`src/rtl/msg_pkg.sv`:
```
package msg_pkg;
  localparam int DW     = 64;
  localparam int DEPTH  = 8;
  localparam int IDX_W  = $clog2(DEPTH);
  localparam int CNT_W  = $clog2(DEPTH + 1);
  localparam int PLEN_W = 8;
  localparam int ADDR_W = 32;
  localparam int TOT_W  = CNT_W + PLEN_W + 2;
  localparam int OP_LSB = 56;
  localparam int OP_W   = 8;

  typedef logic [DEPTH-1:0][DW-1:0] desc_arr_t;
  typedef enum logic [1:0] {ST_IDLE, ST_EXP, ST_PAIR, ST_DMA} lst_t;

  function automatic logic [OP_W-1:0] hdr_op(input logic [DW-1:0] w);
    return w[OP_LSB +: OP_W];
  endfunction

  function automatic logic op_is_priv(input logic [OP_W-1:0] op,
                                      input logic [OP_W-1:0] base);
    return op >= base;
  endfunction

  function automatic logic desc_ok(input logic [CNT_W-1:0] len,
                                   input logic [CNT_W-1:0] nexp);
    logic [CNT_W-1:0] rest;
    rest = len - nexp;
    return (nexp != '0) && (nexp <= len) && (int'(len) <= DEPTH) && !rest[0];
  endfunction

  function automatic logic [TOT_W-1:0] total_words(input desc_arr_t d,
                                                   input logic [CNT_W-1:0] len,
                                                   input logic [CNT_W-1:0] nexp);
    int sum;
    sum = int'(nexp);
    for (int i = 0; i < DEPTH; i++) begin
      if (i > int'(nexp) && i < int'(len) && ((i - int'(nexp)) % 2 == 1))
        sum += int'(d[i][PLEN_W-1:0]);
    end
    return TOT_W'(sum);
  endfunction
endpackage

```
`src/rtl/msg_desc_regs.sv`:
```
module msg_desc_regs
  import msg_pkg::*;
(
  input  logic             clk,
  input  logic             rst_n,
  input  logic             wr_valid,
  input  logic [IDX_W-1:0] wr_idx,
  input  logic [DW-1:0]    wr_data,
  input  logic             busy,
  input  logic             launch_pending,
  output logic             wr_hold,
  output logic             wr_fire,
  output desc_arr_t        desc
);
  assign wr_hold = busy | launch_pending;
  assign wr_fire = wr_valid & ~wr_hold;

  always_ff @(posedge clk) begin
    if (!rst_n) desc <= '0;
    else if (wr_fire) desc[wr_idx] <= wr_data;
  end
endmodule

```
`src/rtl/msg_launch_ctrl.sv`:
```
module msg_launch_ctrl
  import msg_pkg::*;
#(
  parameter logic [OP_W-1:0] PRIV_BASE = 8'hC0
) (
  input  logic              clk,
  input  logic              rst_n,
  input  desc_arr_t         desc,
  input  logic              wr_fire,
  input  logic              launch_valid,
  input  logic [CNT_W-1:0]  launch_len,
  input  logic [CNT_W-1:0]  launch_nexp,
  input  logic              user_mode,
  output logic              launch_ready,
  output logic              launch_fault,
  output logic              busy,
  output logic [ADDR_W-1:0] mem_addr,
  input  logic [DW-1:0]     mem_rdata,
  output logic              out_valid,
  input  logic              out_ready,
  output logic [DW-1:0]     out_data,
  output logic              out_last
);
  lst_t              state;
  logic [CNT_W-1:0]  idx, len_q, nexp_q;
  logic [TOT_W-1:0]  left;
  logic [ADDR_W-1:0] dma_addr;
  logic [PLEN_W-1:0] dma_rem;

  logic             take, hdr_priv, shape_ok, accept_ok, reject, beat;
  logic [IDX_W-1:0] slot, slot_n;
  logic [CNT_W-1:0] idx_inc;

  assign busy         = (state != ST_IDLE);
  assign launch_ready = ~busy;
  assign take         = launch_valid & launch_ready;
  assign hdr_priv     = op_is_priv(hdr_op(desc[0]), PRIV_BASE);
  assign shape_ok     = desc_ok(launch_len, launch_nexp);
  assign accept_ok    = take & shape_ok & ~(user_mode & hdr_priv);
  assign reject       = take & ~accept_ok;

  assign idx_inc  = idx + CNT_W'(1);
  assign slot     = idx[IDX_W-1:0];
  assign slot_n   = idx_inc[IDX_W-1:0];

  assign out_valid = (state == ST_EXP) || (state == ST_DMA);
  assign out_data  = (state == ST_DMA) ? mem_rdata : desc[slot];
  assign out_last  = out_valid && (left == TOT_W'(1));
  assign mem_addr  = dma_addr;
  assign beat      = out_valid & out_ready;

  always_ff @(posedge clk) begin
    if (!rst_n) begin
      state        <= ST_IDLE;
      idx          <= '0;
      len_q        <= '0;
      nexp_q       <= '0;
      left         <= '0;
      dma_addr     <= '0;
      dma_rem      <= '0;
      launch_fault <= 1'b0;
    end else begin
      launch_fault <= reject;
      case (state)
        ST_IDLE: begin
          if (accept_ok) begin
            state  <= ST_EXP;
            idx    <= '0;
            len_q  <= launch_len;
            nexp_q <= launch_nexp;
            left   <= total_words(desc, launch_len, launch_nexp);
          end
        end
        ST_EXP: begin
          if (beat) begin
            left <= left - TOT_W'(1);
            idx  <= idx_inc;
            if (left == TOT_W'(1)) state <= ST_IDLE;
            else if (idx_inc == nexp_q) state <= ST_PAIR;
          end
        end
        ST_PAIR: begin
          if (idx >= len_q) begin
            state <= ST_IDLE;
          end else begin
            dma_addr <= desc[slot][ADDR_W-1:0];
            dma_rem  <= desc[slot_n][PLEN_W-1:0];
            idx      <= idx + CNT_W'(2);
            if (desc[slot_n][PLEN_W-1:0] != '0) state <= ST_DMA;
          end
        end
        ST_DMA: begin
          if (beat) begin
            left     <= left - TOT_W'(1);
            dma_addr <= dma_addr + ADDR_W'(1);
            dma_rem  <= dma_rem - PLEN_W'(1);
            if (left == TOT_W'(1)) state <= ST_IDLE;
            else if (dma_rem == PLEN_W'(1)) state <= ST_PAIR;
          end
        end
        default: state <= ST_IDLE;
      endcase
    end
  end


  last_gap_chk: assert property (@(posedge clk) disable iff (!rst_n)
    (out_valid && out_ready && out_last) |=> !out_valid);


  priv_block_chk: assert property (@(posedge clk) disable iff (!rst_n)
    (launch_valid && launch_ready && user_mode &&
     op_is_priv(hdr_op(desc[0]), PRIV_BASE)) |=> (launch_fault && !out_valid));


  stall_hold_chk: assert property (@(posedge clk) disable iff (!rst_n)
    (out_valid && !out_ready) |=> (out_valid && $stable(out_last) && $stable(mem_addr)));


  busy_nowrite_chk: assert property (@(posedge clk) disable iff (!rst_n)
    busy |-> !wr_fire);


  fault_quiet_chk: assert property (@(posedge clk) disable iff (!rst_n)
    launch_fault |-> !out_valid);
endmodule

```
`src/rtl/msg_rx_stub.sv`:
```
module msg_rx_stub #(
  parameter int RX_DEPTH = 4,
  parameter int DW       = 64
) (
  input  logic          clk,
  input  logic          rst_n,
  input  logic          in_valid,
  input  logic [DW-1:0] in_data,
  output logic          in_ready,
  output logic          irq,
  input  logic          pop,
  output logic [DW-1:0] head
);
  localparam int PW = (RX_DEPTH > 1) ? $clog2(RX_DEPTH) : 1;
  localparam int CW = $clog2(RX_DEPTH + 1);

  logic [DW-1:0] q [RX_DEPTH];
  logic [PW-1:0] wptr, rptr;
  logic [CW-1:0] cnt;
  logic          push, take;

  assign in_ready = (cnt != CW'(RX_DEPTH));
  assign irq      = (cnt != '0);
  assign push     = in_valid & in_ready;
  assign take     = pop & irq;
  assign head     = q[rptr];

  function automatic logic [PW-1:0] bump(input logic [PW-1:0] p);
    return (int'(p) == RX_DEPTH - 1) ? '0 : p + PW'(1);
  endfunction

  always_ff @(posedge clk) begin
    if (!rst_n) begin
      wptr <= '0;
      rptr <= '0;
      cnt  <= '0;
      for (int i = 0; i < RX_DEPTH; i++) q[i] <= '0;
    end else begin
      if (push) begin
        q[wptr] <= in_data;
        wptr    <= bump(wptr);
      end
      if (take) rptr <= bump(rptr);
      cnt <= cnt + CW'(push) - CW'(take);
    end
  end


  rx_flag_chk: assert property (@(posedge clk) disable iff (!rst_n)
    (push && !take) |=> irq);


  rx_room_chk: assert property (@(posedge clk) disable iff (!rst_n)
    (take && !push) |=> in_ready);
endmodule

```
`src/rtl/msg_launcher.sv`:
```
module msg_launcher
  import msg_pkg::*;
#(
  parameter logic [OP_W-1:0] PRIV_BASE = 8'hC0,
  parameter int              RX_DEPTH  = 4
) (
  input  logic              clk,
  input  logic              rst_n,
  input  logic              dw_valid,
  input  logic [IDX_W-1:0]  dw_idx,
  input  logic [DW-1:0]     dw_data,
  output logic              dw_hold,
  input  logic              launch_valid,
  input  logic [CNT_W-1:0]  launch_len,
  input  logic [CNT_W-1:0]  launch_nexp,
  input  logic              user_mode,
  output logic              launch_ready,
  output logic              launch_fault,
  output logic [ADDR_W-1:0] mem_addr,
  input  logic [DW-1:0]     mem_rdata,
  output logic              out_valid,
  input  logic              out_ready,
  output logic [DW-1:0]     out_data,
  output logic              out_last,
  input  logic              rx_in_valid,
  input  logic [DW-1:0]     rx_in_data,
  output logic              rx_in_ready,
  output logic              rx_irq,
  input  logic              cpu_rx_pop,
  output logic [DW-1:0]     cpu_rx_data
);
  desc_arr_t desc;
  logic      busy, wr_fire;

  msg_desc_regs u_desc (
    .clk            (clk),
    .rst_n          (rst_n),
    .wr_valid       (dw_valid),
    .wr_idx         (dw_idx),
    .wr_data        (dw_data),
    .busy           (busy),
    .launch_pending (launch_valid),
    .wr_hold        (dw_hold),
    .wr_fire        (wr_fire),
    .desc           (desc)
  );

  msg_launch_ctrl #(.PRIV_BASE(PRIV_BASE)) u_ctrl (
    .clk          (clk),
    .rst_n        (rst_n),
    .desc         (desc),
    .wr_fire      (wr_fire),
    .launch_valid (launch_valid),
    .launch_len   (launch_len),
    .launch_nexp  (launch_nexp),
    .user_mode    (user_mode),
    .launch_ready (launch_ready),
    .launch_fault (launch_fault),
    .busy         (busy),
    .mem_addr     (mem_addr),
    .mem_rdata    (mem_rdata),
    .out_valid    (out_valid),
    .out_ready    (out_ready),
    .out_data     (out_data),
    .out_last     (out_last)
  );

  msg_rx_stub #(.RX_DEPTH(RX_DEPTH), .DW(DW)) u_rx (
    .clk      (clk),
    .rst_n    (rst_n),
    .in_valid (rx_in_valid),
    .in_data  (rx_in_data),
    .in_ready (rx_in_ready),
    .irq      (rx_irq),
    .pop      (cpu_rx_pop),
    .head     (cpu_rx_data)
  );
endmodule

```
`config.mk`:
```
export PLATFORM = sky130hd
export DESIGN_NAME = msg_launcher
export DESIGN_NICKNAME = d
export VERILOG_FILES = /design/src/rtl/msg_pkg.sv /design/src/rtl/msg_desc_regs.sv /design/src/rtl/msg_launch_ctrl.sv /design/src/rtl/msg_rx_stub.sv /design/src/rtl/msg_launcher.sv
export SDC_FILE = /design/constraint.sdc
export NUM_CORES = 2
export LEC_CHECK = 0
export ABC_AREA = 1
export BUFFER_PORTS_ARGS = -buffer_cell sky130_fd_sc_hd__buf_2
export CORE_UTILIZATION = 50
export CTS_BUF_LIST = sky130_fd_sc_hd__clkbuf_2 sky130_fd_sc_hd__clkbuf_4 sky130_fd_sc_hd__clkbuf_8
export CTS_CLUSTER_SIZE = 8
export DETAILED_ROUTE_END_ITERATION = 10
export GPL_TIMING_DRIVEN = 0
export HOLD_SLACK_MARGIN = 0.08
export PLACE_DENSITY = 0.79
export SLEW_MARGIN = 10
export SYNTH_ARGS = -nofsm -noshare
export SYNTH_HDL_FRONTEND = slang
export SYNTH_SLANG_ARGS = --single-unit
```
`constraint.sdc`:
```
create_clock -name clk -period 7.3 [get_ports clk]
set_input_delay 0.365 -clock clk [delete_from_list [all_inputs] [get_ports clk]]
set_output_delay 0.365 -clock clk [all_outputs]
set_load 0.02 [all_outputs]
```
# Word-level counts from Yosys, hierarchy flattened
# Memory sizes are Yosys's and may differ from the RTL's. A register that Yosys moved wholly into a read port is not among the register bits.
# Index checks and enable logic that the tools add are counted.
[op_classes]
order_cmp = 22
muxes = 67
multipliers = 0
div_mod_pow = 0
n_eq_ne = 24
bitwise_logic = 21
n_reduce_logical = 36
addsub = 24
shifts = 0
[ops]
columns = ["operator", "n"]
rows = [
  ["bitwise mux 512 bit", 1],
  ["binary-select mux 64 bit (select 3 bit)", 2],
  ["two-way mux 14 bit", 26],
  ["two-way mux 64 bit", 4],
  ["demux 64 bit (select 3 bit)", 1],
  ["adder 14 x 9 -> 14 bit", 6],
  ["two-way mux 32 bit", 2],
  ["one-hot mux 32 bit (2 select lines)", 1],
  ["OR reduction 64 bit", 1],
  ["adder 32 x 1 -> 32 bit (second input constant)", 1],
  ["two-way mux 2 bit", 14],
  ["one-hot mux 14 bit (2 select lines)", 1],
  ["two-way mux 8 bit", 3],
  ["subtractor 3 x 4 -> 5 bit (first input constant)", 4],
  ["logical AND 1 bit", 19],
  ["== test 2 bit (second input constant)", 9],
  ["AND 1 bit", 16],
  ["greater-than comparator 3 x 4 -> 1 bit (first input constant)", 4],
  ["less-than comparator 3 x 4 -> 1 bit (first input constant)", 4],
  ["one-hot mux 8 bit (2 select lines)", 1],
  ["== test 14 x 1 -> 1 bit (second input constant)", 1],
  ["subtractor 14 x 1 -> 14 bit (second input constant)", 1],
  ["less-than comparator 3 x 4 -> 1 bit (second input constant)", 3],
  ["two-way mux 4 bit", 3],
  ["other kinds (44)", 66],
]
[word_totals]
reg_bits = 588
output_inout_bits = 167
mem_count = 1
ramBits = 256
latchBits = 0
wordCells = 214
romBits = 0
[mem_list]
columns = ["name", "depth", "word_bits", "rd", "rd_clocked_by_memory_dff", "wr", "line", "rtl"]
rows = [
  ["u_rx.q", 4, 64, 1, 1, 4, "msg_rx_stub.sv:17", "logic [DW-1:0] q [RX_DEPTH];"],
]

# Longest topological paths before layout
[depth]
word_depth = 38
ltp_mapped = 51
mapped_depth_nobuf = 51

# By module
# A second synthesis with hierarchy kept.
[unflattened]
cells_unflattened = 6207
area_unflattened_um2 = 44508.9
[by_module_without_submodules]
columns = ["mod", "cells_each", "seq_area_each_um2", "area_per_inst_um2", "instances"]
rows = [
  ["msg_desc_regs", 2845, 10249.8, 19647.6, 1],
  ["msg_launch_ctrl", 2317, 1381.3, 12824.8, 1],
  ["msg_rx_stub", 1045, 7867.5, 12036.5, 1],
]

# Worst setup path before layout
# OpenSTA, ideal clock, no wires.
[synth_timing]
kind = "input-to-reg"
startpoint = "input port launch_nexp[0]"
endpoint = "register u_ctrl.left[9]"
stages = 47
setup_ns = 0.068
t_required_ns = 7.232
arrival_ns = 6.908
path_slack_ns = 0.324
cell_sequence = "ha_1 > fa_1 > a21oi_1 > inv_1 > fa_1 > or2_2 > nand3_1 > nand2_1 > ha_1 > a21oi_1 > nand2_1 > xnor2_1 > o21ai_2 > ha_1 > inv_1 > o21ai_0 > inv_1 > nor2_1 > (+11 left out) > ha_1 > nand2_1 > a21oi_1 > a211oi_1 > o31ai_1 > or2_2 > nand3_1 > nand2_1 > ha_1 > nand2_1 > nand2_1 > nand2_1 > nand3b_1 > nand2_1 > nand2_1 > nand2_1 > nand2_1 > a21oi_2"
[synth_via]
elab_chain_len = 37
elab_cells_between_ends = 87
classes_between = "add/sub: 15; order compare: 8; eq/ne: 8; mux: 27; bitwise: 9; reduce/logical: 20"
[synth_rtl]
columns = ["element", "line", "rtl"]
rows = [
  ["from (decl)", "msg_launcher.sv:15", "input logic [CNT_W-1:0] launch_nexp,"],
  ["subtractor 1 x 4 -> 5 bit", "msg_pkg.sv:37", "if (i > int'(nexp) && i < int'(len) && ((i - int'(nexp)) % 2 == 1))"],
  ["AND 1 bit (no source line)", "--", ""],
  ["== test 2 bit", "msg_pkg.sv:37", ""],
  ["logical AND 1 bit", "msg_pkg.sv:37", ""],
  ["two-way mux 9 bit", "msg_pkg.sv:37", ""],
  ["two-way mux 14 bit", "msg_launch_ctrl.sv:66", "if (accept_ok) begin"],
  ["two-way mux 14 bit", "msg_launch_ctrl.sv:64", "case (state)"],
  ["two-way mux 14 bit", "msg_launch_ctrl.sv:53", "if (!rst_n) begin"],
  ["(+21 left out)", "--", ""],
  ["two-way mux 14 bit", "msg_pkg.sv:37", ""],
  ["two-way mux 14 bit", "msg_launch_ctrl.sv:66", ""],
  ["two-way mux 14 bit", "msg_launch_ctrl.sv:64", ""],
  ["two-way mux 14 bit", "msg_launch_ctrl.sv:53", ""],
  ["adder 14 x 9 -> 14 bit", "msg_pkg.sv:38", "sum += int'(d[i][PLEN_W-1:0]);"],
  ["two-way mux 14 bit", "msg_pkg.sv:37", ""],
  ["two-way mux 14 bit", "msg_launch_ctrl.sv:66", ""],
  ["one-hot mux 14 bit (2 select lines)", "msg_launch_ctrl.sv:64", ""],
  ["to (signal assigned)", "msg_launch_ctrl.sv:71", "left <= total_words(desc, launch_len, launch_nexp);"],
  ["to (signal assigned)", "msg_launch_ctrl.sv:76", "left <= left - TOT_W'(1);"],
  ["to (signal assigned)", "msg_launch_ctrl.sv:94", "left <= left - TOT_W'(1);"],
  ["to (decl)", "msg_launch_ctrl.sv:26", "logic [TOT_W-1:0] left;"],
]
# Parallel ways exist; a longest one is shown, timed or not. The select of a mux whose other input is x is not followed.
# A chain may end at the register's enable or synchronous reset.

# Worst setup path in the final report
[layout_timing]
startpoint = "register u_desc.desc[64] (netlist bit)"
endpoint = "register u_ctrl.left[9]"
[layout_via]
elab_chain_len = 34
[layout_rtl]
columns = ["element", "line", "rtl"]
rows = [
  ["from (decl)", "msg_desc_regs.sv:13", "output desc_arr_t desc"],
  ["from (signal, indexed assignment)", "msg_desc_regs.sv:20", "else if (wr_fire) desc[wr_idx] <= wr_data;"],
  ["adder 4 x 8 -> 9 bit *", "msg_pkg.sv:38", ""],
  ["two-way mux 9 bit *", "msg_pkg.sv:37", ""],
  ["two-way mux 14 bit *", "msg_launch_ctrl.sv:66", ""],
  ["two-way mux 14 bit *", "msg_launch_ctrl.sv:64", ""],
  ["two-way mux 14 bit *", "msg_launch_ctrl.sv:53", ""],
  ["adder 14 x 9 -> 14 bit", "msg_pkg.sv:38", ""],
  ["two-way mux 14 bit *", "msg_pkg.sv:37", ""],
  ["two-way mux 14 bit *", "msg_launch_ctrl.sv:66", ""],
  ["(+18 left out)", "--", ""],
  ["two-way mux 14 bit *", "msg_pkg.sv:37", ""],
  ["two-way mux 14 bit *", "msg_launch_ctrl.sv:66", ""],
  ["two-way mux 14 bit *", "msg_launch_ctrl.sv:64", ""],
  ["two-way mux 14 bit *", "msg_launch_ctrl.sv:53", ""],
  ["adder 14 x 9 -> 14 bit", "msg_pkg.sv:38", ""],
  ["two-way mux 14 bit *", "msg_pkg.sv:37", ""],
  ["two-way mux 14 bit *", "msg_launch_ctrl.sv:66", ""],
  ["one-hot mux 14 bit (2 select lines) *", "msg_launch_ctrl.sv:64", ""],
]
# Every way passes the cells marked *; elsewhere a longest branch is shown, timed or not. The select of a mux whose other input is x is not followed.

==> out/qor.txt <==
Num Clock Sinks = 846
Primary FF master, synth = dfxtp_1
Worst Hold Class = input port to flip-flop
vias in the first global route = 41100
DR vias/cell = 5.97
Syn Inst Count = 5564
Mapped Nets = 5858
drt first pass iters = 6
Final Max Tran Viols = 0
switching share of power = 43.8%
YS warnings = 0
crit-path max cell delay = 450 ps
H-tree Lvls = 4
Clock power frac = 25.9%
io pins = 378
fmax = 142 MHz
register area share after synthesis = 47.1%
die area = 84000 sq um
WL met1 = 59.0 mm
Synth Cell Area = 41400 sq um
initial antenna violation count = 15
Leakage Power = 21.5 nW
Initial DRC Count = 5658
synthesized area per cell = 7.44 sq um
Setup Crit Path Kind = flip-flop to flip-flop
Req. time, crit path = 8050 ps
Root Buffer = clkbuf_8
most frequent cell on the critical path = nand2_1
Remaining Overflow, GRT = 0
worst rel slew slack = 13.1%
Yosys reg bits = 846
Async SR Flop Fraction = 0%
Clock Skews = 75.7 ps
Final Hold Fails = 0
gpl congestion = 0.993
Yosys cell types = 56
DRC = 0
std cell rows = 105
Pint = 0.00962 W
met2 WL = 69.9 mm
Switch Pwr = 0.00749 W
number of synthesized flops with an enable pin = 256
total number of vias = 44100
Routed WL = 160 mm
area grow syn2layout = 19.6%
DP HPWL = 110 mm
Final WS setup = 246 ps
Initial Util = 50.5%
final net count = 6492
Clock transition at path regs = 60 ps
Top delay family on crit path = simple AND/OR/NAND/NOR gates
worst slack, placed = -603 ps
crit share post-route = 96.6%
fin crit period = 7050 ps
setup TNS = 0 ps
outcome = complete, no violations
worst-path maximum fanout = 4
most common cell after layout, fill and taps aside = nor2_1
worst skew pair latency = 860 ps
Wirelength per Cell = 21.7 um
pin count of the biggest net entering global routing = 42
Final Setup Violations = 0
crit path DAT = 7800 ps
GRT Overall Usage = 36.6%
most frequent cells in the layout = nor2_1 (1671), o21ai_0 (1027), dfxtp_1 (587), nand2_1 (404), buf_2 (348)
Max Used Layer = met5
Met3 Routed Length = 19.5 mm
combinational fraction of design power = 41.6%
Final ANT Viol Nets = 0
crit end category = flip-flop
share of layout cells above drive strength 1 = 13.2%
Inserted Clock Buffers = 143
Pwr per Cell Area = 345 nW/um^2
CP Launch Type = flip-flop
Power, Total = 0.0171 W
first-pass GRT wire length = 237 mm
Port Buf Inserts = 321
WHS = 203 ps
Die H = 290 um
actual slew at the worst max-slew pin = 1300 ps
Max Cap Violations = 0
VDD IR-drop max = 0.241 mV
Seq pwr share = 32.4%
final core occ = 60.5%
worst path buffer plus inverter count = 3
slowest cell on the critical path = fa_2
die width = 290 um
CTS tree = done
Fill cells = 7211
core area = 82000 sq um
CTS Buffer Depth = 3
-- metrics by stage --
stage          instances  cell area, sq um
3_5_place_dp        6965             44500
5_1_grt             7380             49500
2_1_floorplan       5564             41400
6_report            7390             49600
4_1_cts             7353             48900
3_3_place_gp        6955             44400
-- synthesized netlist by cell type, types with 3 or more instances --
| cell type | n | share of area, % |
|---|---|---|
| xnor2_1 | 12 | 0.25 |
| a211oi_1 | 8 | 0.14 |
| o22ai_1 | 91 | 1.4 |
| nand3_2 | 4 | 0.097 |
| a21oi_1 | 200 | 2.4 |
| o211ai_1 | 36 | 0.65 |
| a31oi_1 | 42 | 0.63 |
| dfxtp_1 | 590 | 29 |
| buf_1 | 25 | 0.23 |
| clkbuf_1 | 332 | 3.0 |
| ha_1 | 75 | 2.3 |
| nor4_1 | 6 | 0.091 |
| o21ai_2 | 7 | 0.15 |
| o21ai_0 | 1033 | 12 |
| nand3b_1 | 4 | 0.072 |
| o31ai_1 | 5 | 0.091 |
| fa_1 | 8 | 0.39 |
| and2_1 | 5 | 0.076 |
| o221ai_1 | 86 | 1.8 |
| nand2_1 | 417 | 3.8 |
| o21ai_1 | 8 | 0.097 |
| buf_2 | 28 | 0.34 |
| or2_2 | 16 | 0.24 |
| edfxtp_1 | 256 | 19 |
| xor2_1 | 24 | 0.51 |
| nor2_1 | 1675 | 15 |
| inv_1 | 280 | 2.5 |
| inv_2 | 12 | 0.11 |
| nand2_2 | 14 | 0.21 |
| nor3_1 | 17 | 0.21 |
| nor2_2 | 4 | 0.060 |
| o21bai_1 | 4 | 0.072 |
| clkbuf_2 | 54 | 0.65 |
| nor2_4 | 4 | 0.11 |
| nand3_1 | 135 | 1.6 |
| a221oi_1 | 3 | 0.063 |
| nand4_1 | 15 | 0.23 |
| clkinv_1 | 4 | 0.036 |
-- state kept, by name (all words and copies together), names as in the netlist, named ones only --
register,cells
u_rx.wptr,2
u_ctrl.idx,4
u_ctrl.len_q,4
u_ctrl.left,14
u_ctrl.launch_fault,1
u_rx.rptr,2
u_rx.cnt,3
u_ctrl.state,2
u_ctrl.mem_addr,32
u_desc.desc,512
u_rx.q,256
u_ctrl.nexp_q,4
u_ctrl.dma_rem,8
-- final timing paths --
check                         from          endpoint  slack (ps)  cells after the start
setup / recovery   u_desc.desc[64]    u_ctrl.left[9]         250                     43
hold / removal           out_ready     u_ctrl.idx[3]         200                      5
setup reg to reg   u_desc.desc[64]    u_ctrl.left[9]         250                     43
hold reg to reg   u_desc.desc[381]  u_desc.desc[381]         450                      2
-- power groups by stage --
stage / Sequential [W] / Clock, W / Combinational, W
floorplan: 0.00563 / 0 / 0.00408
CTS: 0.00553 / 0.00439 / 0.00681
global placement: 0.00564 / 0 / 0.00661
finish: 0.00555 / 0.00444 / 0.00712
detailed placement: 0.00562 / 0 / 0.00671
global route: 0.00558 / 0.00462 / 0.00752
-- layout make-up --
cell class                 instances  area, sq um  share of cell area [%]
clock buffer                     224         2700                    5.44
tap                             1070         1340                    2.70
timing repair buffer             489         3280                    6.61
multi-input combinational       3983        19600                    39.5
buffer                           439         1750                    3.53
inverter                         296         1110                    2.24
sequential                       846        19500                    39.4
antenna                           18         45.0                  0.0909
clock inverter                    25          244                   0.492
-- timing repair --
| action | 4_1_cts | 5_1_grt |
|---|---|---|
| gates cloned | 0 | 0 |
| pin swaps | 1 | 35 |
| resized for setup | 12 | 83 |
| setup buffers | 0 | 19 |
| endpoints found under the hold margin | 784 | 0 |
| endpoints found under the setup margin | 4 | 5 |
| hold buffers | 139 | 0 |
-- kinds of logic (layout without fill, tap and decap cells) --
family / count (synthesis) / count (layout) / share of synthesized area, %
AND/OR/NAND/NOR: 2324 / 2324 / 22.2
AO/OA/AOI/OAI: 1540 / 1540 / 20.4
flip-flops: 846 / 846 / 47.1
buffers and inverters: 735 / 1473 / 6.91
adder cells (fa/ha/maj): 83 / 83 / 2.65
XOR/XNOR: 36 / 36 / 0.761
other: 0 / 18 / 0
-- metal layers --
layer | up-vias | GRT usage, %
met5 | - | 0.113
li1 | 19900 | -
met1 | 20500 | 44.8
met4 | 8 | 25.6
met3 | 695 | 10.1
met2 | 2947 | 55.8
-- worst min-delay path: cells and delay by family --
family | cells | cell delay [ps]
AND/OR/NAND/NOR | 2 | 150
buffers and inverters | 1 | 150
AO/OA/AOI/OAI | 2 | 310
Power figures use the tool's default switching activity.
